## src/rtl/cpwm_pkg.sv

```systemverilog
package cpwm_pkg;
    localparam int unsigned SKW      = 3;
    localparam int unsigned A_CTRL   = 0;
    localparam int unsigned A_PERIOD = 1;
    localparam int unsigned A_DEAD   = 2;
    localparam int unsigned A_ADC    = 3;
    localparam int unsigned A_SKIP   = 4;
    localparam int unsigned A_DUTY0  = 5;

    typedef struct packed {
        logic xfer_wr;
        logic idle_n;
        logic idle_p;
        logic dbl;
        logic run;
    } ctrl_t;
endpackage

```

## src/rtl/cpwm_carrier.sv

```systemverilog
module cpwm_carrier #(
    parameter int CW = 8
) (
    input  logic          clk,
    input  logic          rst_n,
    input  logic          run,
    input  logic [CW-1:0] period,
    input  logic [CW-1:0] dead,
    output logic [CW-1:0] cnt,
    output logic          up,
    output logic          crest,
    output logic          trough
);
    typedef struct packed {
        logic [CW-1:0] cnt;
        logic          up;
    } st_t;

    st_t st_d, st_q;

    always_comb begin
        st_d   = st_q;
        crest  = run && st_q.up && (st_q.cnt >= period);
        trough = run && !st_q.up && (st_q.cnt == '0);
        if (!run) begin
            st_d.cnt = dead;
            st_d.up  = 1'b1;
        end else if (crest) begin
            st_d.up  = 1'b0;
            st_d.cnt = st_q.cnt - 1'b1;
        end else if (trough) begin
            st_d.up  = 1'b1;
            st_d.cnt = CW'(1);
        end else if (st_q.up) begin
            st_d.cnt = st_q.cnt + 1'b1;
        end else begin
            st_d.cnt = st_q.cnt - 1'b1;
        end
    end

    always_ff @(posedge clk or negedge rst_n) begin
        if (!rst_n) st_q <= '{cnt: '0, up: 1'b1};
        else        st_q <= st_d;
    end

    assign cnt = st_q.cnt;
    assign up  = st_q.up;

    // the carrier turns downward right after a crest
    a_r2_crest_turn: assert property (@(posedge clk) disable iff (!rst_n)
        crest |=> (cnt == $past(cnt) - 1'b1));
    // after a trough the carrier restarts at one
    a_r2_trough_turn: assert property (@(posedge clk) disable iff (!rst_n)
        trough |=> (cnt == CW'(1)));
endmodule

```

## src/rtl/cpwm_dutybuf.sv

```systemverilog
module cpwm_dutybuf #(
    parameter int CW  = 8,
    parameter int NPH = 3
) (
    input  logic                    clk,
    input  logic                    rst_n,
    input  logic                    run,
    input  logic                    dbl,
    input  logic                    tp,
    input  logic [NPH-1:0]          wr_hit,
    input  logic [CW-1:0]           wr_data,
    output logic [NPH-1:0][CW-1:0]  work
);
    typedef struct packed {
        logic [NPH-1:0][CW-1:0] b1;
        logic [NPH-1:0][CW-1:0] b2;
        logic [NPH-1:0][CW-1:0] wk;
    } st_t;

    st_t st_d, st_q;

    always_comb begin
        st_d = st_q;
        for (int i = 0; i < NPH; i++) begin
            if (wr_hit[i]) st_d.b1[i] = wr_data;
        end
        if (!run) begin
            st_d.b2 = st_q.b1;
            st_d.wk = st_q.b1;
        end else if (tp) begin
            if (dbl) begin
                st_d.b2 = st_q.b1;
                st_d.wk = st_q.b2;
            end else begin
                st_d.wk = st_q.b1;
            end
        end
    end

    always_ff @(posedge clk or negedge rst_n) begin
        if (!rst_n) st_q <= '0;
        else        st_q <= st_d;
    end

    assign work = st_q.wk;

    // working duties move only at transfer points while running
    a_r5_hold: assert property (@(posedge clk) disable iff (!rst_n)
        ($past(run) && !$past(tp)) |-> $stable(st_q.wk));
    // double buffer hands over the second stage
    a_r6_second: assert property (@(posedge clk) disable iff (!rst_n)
        ($past(run) && $past(tp) && $past(dbl)) |-> (st_q.wk == $past(st_q.b2)));
endmodule

```

## src/rtl/cpwm_deadband.sv

```systemverilog
module cpwm_deadband #(
    parameter int CW = 8
) (
    input  logic          clk,
    input  logic          rst_n,
    input  logic          run,
    input  logic          raw,
    input  logic [CW-1:0] dead,
    input  logic          idle_p,
    input  logic          idle_n,
    output logic          pos,
    output logic          neg
);
    typedef struct packed {
        logic          lvl;
        logic          armed;
        logic [CW-1:0] dcnt;
        logic          pos;
        logic          neg;
    } st_t;

    st_t st_d, st_q;

    always_comb begin
        st_d = st_q;
        if (!run) begin
            st_d.armed = 1'b0;
            st_d.lvl   = 1'b0;
            st_d.dcnt  = '0;
            st_d.pos   = idle_p;
            st_d.neg   = idle_n;
        end else if (!st_q.armed || (raw != st_q.lvl)) begin
            st_d.armed = 1'b1;
            st_d.lvl   = raw;
            st_d.dcnt  = '0;
            st_d.pos   = (dead == '0) ? raw  : 1'b0;
            st_d.neg   = (dead == '0) ? !raw : 1'b0;
        end else if (({1'b0, st_q.dcnt} + 1'b1) >= {1'b0, dead}) begin
            st_d.pos = st_q.lvl;
            st_d.neg = !st_q.lvl;
        end else begin
            st_d.dcnt = st_q.dcnt + 1'b1;
        end
    end

    always_ff @(posedge clk or negedge rst_n) begin
        if (!rst_n) st_q <= '0;
        else        st_q <= st_d;
    end

    assign pos = st_q.pos;
    assign neg = st_q.neg;

    // the two legs never conduct together while running
    a_r4_no_overlap: assert property (@(posedge clk) disable iff (!rst_n)
        $past(run) |-> !(pos && neg));
    // stopped outputs show the idle levels
    a_r11_idle: assert property (@(posedge clk) disable iff (!rst_n)
        !$past(run) |-> (pos == $past(idle_p) && neg == $past(idle_n)));
endmodule

```

## src/rtl/cpwm_events.sv

```systemverilog
module cpwm_events #(
    parameter int CW = 8
) (
    input  logic                      clk,
    input  logic                      rst_n,
    input  logic                      run,
    input  logic                      up,
    input  logic [CW-1:0]             cnt,
    input  logic                      crest,
    input  logic                      trough,
    input  logic [CW-1:0]             adc_cmp,
    input  logic [cpwm_pkg::SKW-1:0]  skip_c,
    input  logic [cpwm_pkg::SKW-1:0]  skip_t,
    output logic                      crest_irq,
    output logic                      trough_irq,
    output logic                      adc_trig
);
    import cpwm_pkg::*;

    typedef struct packed {
        logic [SKW-1:0] skc;
        logic [SKW-1:0] skt;
        logic           ci;
        logic           ti;
        logic           at;
    } st_t;

    st_t st_d, st_q;

    always_comb begin
        st_d    = st_q;
        st_d.ci = 1'b0;
        st_d.ti = 1'b0;
        st_d.at = run && !up && (cnt == adc_cmp) && (st_q.skt == '0);
        if (!run) begin
            st_d.skc = '0;
            st_d.skt = '0;
        end else begin
            if (crest) begin
                st_d.ci  = (st_q.skc == '0);
                st_d.skc = (st_q.skc == '0) ? skip_c : st_q.skc - 1'b1;
            end
            if (trough) begin
                st_d.ti  = (st_q.skt == '0);
                st_d.skt = (st_q.skt == '0) ? skip_t : st_q.skt - 1'b1;
            end
        end
    end

    always_ff @(posedge clk or negedge rst_n) begin
        if (!rst_n) st_q <= '0;
        else        st_q <= st_d;
    end

    assign crest_irq  = st_q.ci;
    assign trough_irq = st_q.ti;
    assign adc_trig   = st_q.at;

    // a crest pulse always follows a crest
    a_r8_crest_src: assert property (@(posedge clk) disable iff (!rst_n)
        crest_irq |-> $past(crest));
    // a trough pulse always follows a trough
    a_r9_trough_src: assert property (@(posedge clk) disable iff (!rst_n)
        trough_irq |-> $past(trough));
    // A/D pulse only after a down-slope compare hit
    a_r10_adc_src: assert property (@(posedge clk) disable iff (!rst_n)
        adc_trig |-> $past(run && !up && cnt == adc_cmp));
endmodule

```

## src/rtl/cpwm_gen.sv

```systemverilog
module cpwm_gen #(
    parameter  int CW  = 8,
    parameter  int NPH = 3,
    localparam int AW  = $clog2(cpwm_pkg::A_DUTY0 + NPH)
) (
    input  logic           clk,
    input  logic           rst_n,
    input  logic           wr_en,
    input  logic [AW-1:0]  wr_addr,
    input  logic [CW-1:0]  wr_data,
    output logic [NPH-1:0] pwm_pos,
    output logic [NPH-1:0] pwm_neg,
    output logic           crest_irq,
    output logic           trough_irq,
    output logic           adc_trig
);
    import cpwm_pkg::*;

    typedef struct packed {
        ctrl_t          ctrl;
        logic [CW-1:0]  period;
        logic [CW-1:0]  dead;
        logic [CW-1:0]  adc_cmp;
        logic [SKW-1:0] skip_c;
        logic [SKW-1:0] skip_t;
        logic           wrote;
    } regs_t;

    regs_t rg_d, rg_q;

    always_comb begin
        rg_d       = rg_q;
        rg_d.wrote = wr_en && (wr_addr == AW'(A_DUTY0 + NPH - 1));
        if (wr_en) begin
            case (int'(wr_addr))
                A_CTRL:   rg_d.ctrl    = ctrl_t'(wr_data[$bits(ctrl_t)-1:0]);
                A_PERIOD: rg_d.period  = wr_data;
                A_DEAD:   rg_d.dead    = wr_data;
                A_ADC:    rg_d.adc_cmp = wr_data;
                A_SKIP: begin
                    rg_d.skip_c = wr_data[SKW-1:0];
                    rg_d.skip_t = wr_data[2*SKW-1:SKW];
                end
                default: ;
            endcase
        end
    end

    always_ff @(posedge clk or negedge rst_n) begin
        if (!rst_n) rg_q <= '0;
        else        rg_q <= rg_d;
    end

    logic [CW-1:0]          cnt;
    logic                   up, crest, trough, tp;
    logic [NPH-1:0]         wr_hit;
    logic [NPH-1:0][CW-1:0] work;

    cpwm_carrier #(.CW(CW)) u_car (
        .clk(clk), .rst_n(rst_n), .run(rg_q.ctrl.run),
        .period(rg_q.period), .dead(rg_q.dead),
        .cnt(cnt), .up(up), .crest(crest), .trough(trough)
    );

    assign tp = rg_q.ctrl.xfer_wr ? rg_q.wrote : (crest || trough);

    for (genvar i = 0; i < NPH; i++) begin : g_ph
        assign wr_hit[i] = wr_en && (wr_addr == AW'(A_DUTY0 + i));

        cpwm_deadband #(.CW(CW)) u_db (
            .clk(clk), .rst_n(rst_n), .run(rg_q.ctrl.run),
            .raw(cnt > work[i]), .dead(rg_q.dead),
            .idle_p(rg_q.ctrl.idle_p), .idle_n(rg_q.ctrl.idle_n),
            .pos(pwm_pos[i]), .neg(pwm_neg[i])
        );
    end

    cpwm_dutybuf #(.CW(CW), .NPH(NPH)) u_buf (
        .clk(clk), .rst_n(rst_n), .run(rg_q.ctrl.run), .dbl(rg_q.ctrl.dbl),
        .tp(tp), .wr_hit(wr_hit), .wr_data(wr_data), .work(work)
    );

    cpwm_events #(.CW(CW)) u_evt (
        .clk(clk), .rst_n(rst_n), .run(rg_q.ctrl.run), .up(up), .cnt(cnt),
        .crest(crest), .trough(trough), .adc_cmp(rg_q.adc_cmp),
        .skip_c(rg_q.skip_c), .skip_t(rg_q.skip_t),
        .crest_irq(crest_irq), .trough_irq(trough_irq), .adc_trig(adc_trig)
    );

    // in write-triggered mode a crest alone never moves duties
    a_r7_no_crest_xfer: assert property (@(posedge clk) disable iff (!rst_n)
        (rg_q.ctrl.xfer_wr && crest && !rg_q.wrote) |-> !tp);
endmodule

```

## config.mk

```make
export PLATFORM = sky130hd
export DESIGN_NAME = cpwm_gen
export DESIGN_NICKNAME = d
export VERILOG_FILES = /design/src/rtl/cpwm_pkg.sv /design/src/rtl/cpwm_carrier.sv /design/src/rtl/cpwm_dutybuf.sv /design/src/rtl/cpwm_deadband.sv /design/src/rtl/cpwm_events.sv /design/src/rtl/cpwm_gen.sv
export SDC_FILE = /design/constraint.sdc
export NUM_CORES = 1
export LEC_CHECK = 0
export ABC_AREA = 1
export ABC_CLOCK_PERIOD_IN_PS = 3480
export BUFFER_PORTS_ARGS = -buffer_cell sky130_fd_sc_hd__buf_2
export CAP_MARGIN = 5
export CORE_MARGIN = 4
export CORE_UTILIZATION = 65
export DETAILED_ROUTE_END_ITERATION = 7
export PLACE_DENSITY = 0.92
export SYNTH_ARGS = -nofsm -noshare
export SYNTH_HDL_FRONTEND = slang
export SYNTH_SLANG_ARGS = --single-unit
```

## constraint.sdc

```tcl
create_clock -name clk -period 3.48 [get_ports clk]
set_input_delay 0.87 -clock clk [delete_from_list [all_inputs] [get_ports clk]]
set_output_delay 0.87 -clock clk [all_outputs]
set_load 0.02 [all_outputs]
```

==> results.toml <==
[status]
outcome = "finished, final reports clean"

[routing]
avgRoutedWirePerCell_um = 16.7
dr.pass1.iters = 6
drt-vias-per-instance = 5.91
drt_iter0_drc = 705
wl_mm = 21.5
drc_errors = 0
num_vias = 7618
ant_nets = 0

[grt]
grt.total_usage_pct = 28.1
grt_pass1_vias = 7362
grt_pass1_wl_mm = 36.0
antenna_found_initial = 0
grt_max_degree = 69
overflow = 0

[pwr]
peakVddDrop_v = 0.000497
power_leakage_nw = 5.25
power_density_nw_per_um2 = 752

[floorplan]
core_um2 = 13500
die_height_um = 126
rows = 42
die_w_um = 126
ios = 23
dieArea_um2 = 15900
start_util_pct = 67.2

[sta]
hold_violations = 0
clock-skew-final_ns = 0.0101
fin_crit_ns = 2.67
relSlewSlack_pct = 53.1
rsz0062_at_grt = "no"
period_share_pct = 76.8
fmax_ghz = 0.374
whs_ns = 0.408
finalSetupViolations = 0
slew_viol_final = 0
worst_slew_pin_slew_ns = 0.703
fin_tns_setup_ns = 0

[clocking]
clock_sinks = 162
cts_buffers = 17
insertion_delay_ns = 0.45
clk_path_buf_depth = 2
cts_setup_buffers = 0
cts_tree = "yes"
ctsResizeCount = 0
root_buffer = "clkbuf_16"
cts_hold_buf = 0
clkSlewWorstSetupHoldPaths_ns = 0.06
htree_levels = 4

[yosys]
synth_edf_count = 0
synthDominantCellAreaShare_pct = 44.6
netlist_area_um2 = 9040
synth_ff_type = "dfrtp_1"
synth_cells = 1090
synth_top_area_cell = "dfrtp_1"
avgSynthCellArea_um2 = 8.29
synth_seq_cells = 162
ys_seq_area_share_pct = 44.9
synthTopCellsByArea = "dfrtp_1 (45%), nand2_1 (12%), ha_1 (9.0%)"
synthesis.nets = 1169
async_reset_ff_share_pct = 100
yosysUniqueCellTypes = 42
yosysWarnings = 0

[placed_design]
gp_congestion = 0.903
io_buffers = 22
dp_hpwl_mm = 14.1

[critical_path]
crit_end = "g_ph[0].u_db.pos$_DFFE_PN0P_"
critPathMaxFanout = 19
cp.required_ns = 3.82
rr_endpoint = "g_ph[0].u_db.pos$_DFFE_PN0P_"
r2r_cells = 13
rrSetupSlack_ns = 0.81
critPathLaunch = "u_car.cnt[3]$_DFF_PN0_"
cp-end-kind = "flop"
cp.arrival_ns = 3.01
start_kind = "flop"
worstSetupPathType = "reg2reg"
rr_startpoint = "u_car.cnt[3]$_DFF_PN0_"

[flow_run]
maxCapViolations = 0

[final_layout]
final_cell_mix = "nand2_1 (287), dfrtp_1 (161), nand3_1 (110), inv_1 (108), o21ai_0 (92)"
final_common_cell = "nand2_1"
fillers = 938
multiInputGateArea_um2 = 4320
seqCellArea_um2 = 4060
nNetsFinal = 1179
final_layout_size_suffix_gt1_share_pct = 10.1
antenna_cells = 0
syn2layout_area_growth_pct = 9.04
fin_util_pct = 73.3

[worst_hold_path]
hold_path_class = "in2async"
==> worst min-delay path by stage <==
stage	startpoint	endpoint	slack (ns)	cells past startpoint
CTS	rst_n	u_evt.trough_irq$_DFF_PN0_	0.44	1
detailed placement	u_buf.st_q[36]$_DFFE_PN0P_	u_buf.st_q[36]$_DFFE_PN0P_	0.45	2
global route	rst_n	u_evt.st_q[4]$_DFFE_PN0P_	0.47	1
floorplan	u_buf.st_q[24]$_DFFE_PN0P_	u_buf.st_q[24]$_DFFE_PN0P_	0.44	2
finish	rst_n	u_evt.st_q[4]$_DFFE_PN0P_	0.41	1
global placement	u_buf.st_q[40]$_DFFE_PN0P_	u_buf.st_q[40]$_DFFE_PN0P_	0.45	2
==> sequential cells by signal (all words and copies together) (netlist names) <==
register	flops
u_car.up	1
u_evt.adc_trig	1
u_evt.crest_irq	1
u_buf.st_q	48
g_ph.u_db.neg	3
rg_q	36
g_ph.u_db.pos	3
u_evt.st_q	6
u_car.cnt	8
u_evt.trough_irq	1
u_buf.work	24
g_ph.u_db.st_q	30
==> critical path, cell delays in order (launching register included) <==
cell     delay (ns)
dfrtp_1        0.72
ha_1           0.35
nand2_1        0.06
inv_1          0.05
nand2_1        0.06
nand2_1        0.05
nand2_1        0.06
nand2_1        0.12
nand3_1        0.11
nand2_1        0.08
nor2_2         0.55
nand2_1        0.18
nand2_1        0.11
nand2_1        0.05
==> Yosys cell counts, types with 3 or more instances <==
master / number
nand2_1: 287
dfrtp_1: 161
nand3_1: 110
inv_1: 108
o21ai_0: 92
ha_1: 65
nor2_1: 56
a21oi_1: 43
mux2_2: 23
xor2_1: 23
clkbuf_1: 18
buf_2: 16
nand4_1: 10
xnor2_1: 8
buf_4: 7
o22ai_1: 7
o21a_1: 5
a31oi_1: 4
inv_2: 4
nor2_2: 4
o21bai_1: 4
or2_2: 4
buf_6: 3
nand2_4: 3
nand3b_1: 3
nor3_1: 3
o21ai_1: 3
==> where the power goes <==
group	internal [mW]	leakage, nW	switching (mW)
Combinational	0.989	2.89	1.69
Clock	1.13	0.292	0.794
Sequential	2.37	2.07	0.436
Total	4.49	5.25	2.92
==> stage by stage <==
step / setup slack (ns) / cells / power (mW) / instance area [µm²]
after floorplan: 1.10 / 1090 / 4.72 / 9040
after global placement: 1.03 / 1257 / 5.22 / 9250
after detailed placement: 0.975 / 1257 / 5.39 / 9250
after CTS: 0.875 / 1288 / 7.37 / 9860
after global routing: 0.601 / 1288 / 7.93 / 9860
final: 0.808 / 1288 / 7.41 / 9860
==> kinds of logic (layout without fill, tap and decap cells) <==
| kind of cell | count (synthesis) | in the layout | share of synthesized area (%) |
|---|---|---|---|
| AO/OA/AOI/OAI | 162 | 162 | 9.48 |
| XOR/XNOR | 31 | 31 | 3.00 |
| adder cells (fa/ha/maj) | 65 | 65 | 9.00 |
| buffers and inverters | 157 | 179 | 7.34 |
| flip-flops | 162 | 162 | 44.9 |
| multiplexers | 24 | 24 | 2.98 |
| AND/OR/NAND/NOR | 489 | 489 | 23.3 |
==> layer usage <==
metal / GRT usage (%) / up-vias / routed length [µm]
met4: 13.1 / 0 / 782
met5: 0 / - / 0
li1: - / 3598 / -
met3: 6.22 / 76 / 1490
met1: 37.1 / 3649 / 9040
met2: 44.6 / 295 / 10200
==> final cells by class <==
| class | count | share of cell area, % |
|---|---|---|
| sequential | 162 | 41.1 |
| timing repair buffer | 35 | 2.30 |
| multi-input combinational | 771 | 43.8 |
| tap | 176 | 2.23 |
| clock buffer | 21 | 4.87 |
| clock inverter | 10 | 1.26 |
| inverter | 113 | 4.35 |
No activity file was read; power rests on OpenSTA's default activity.
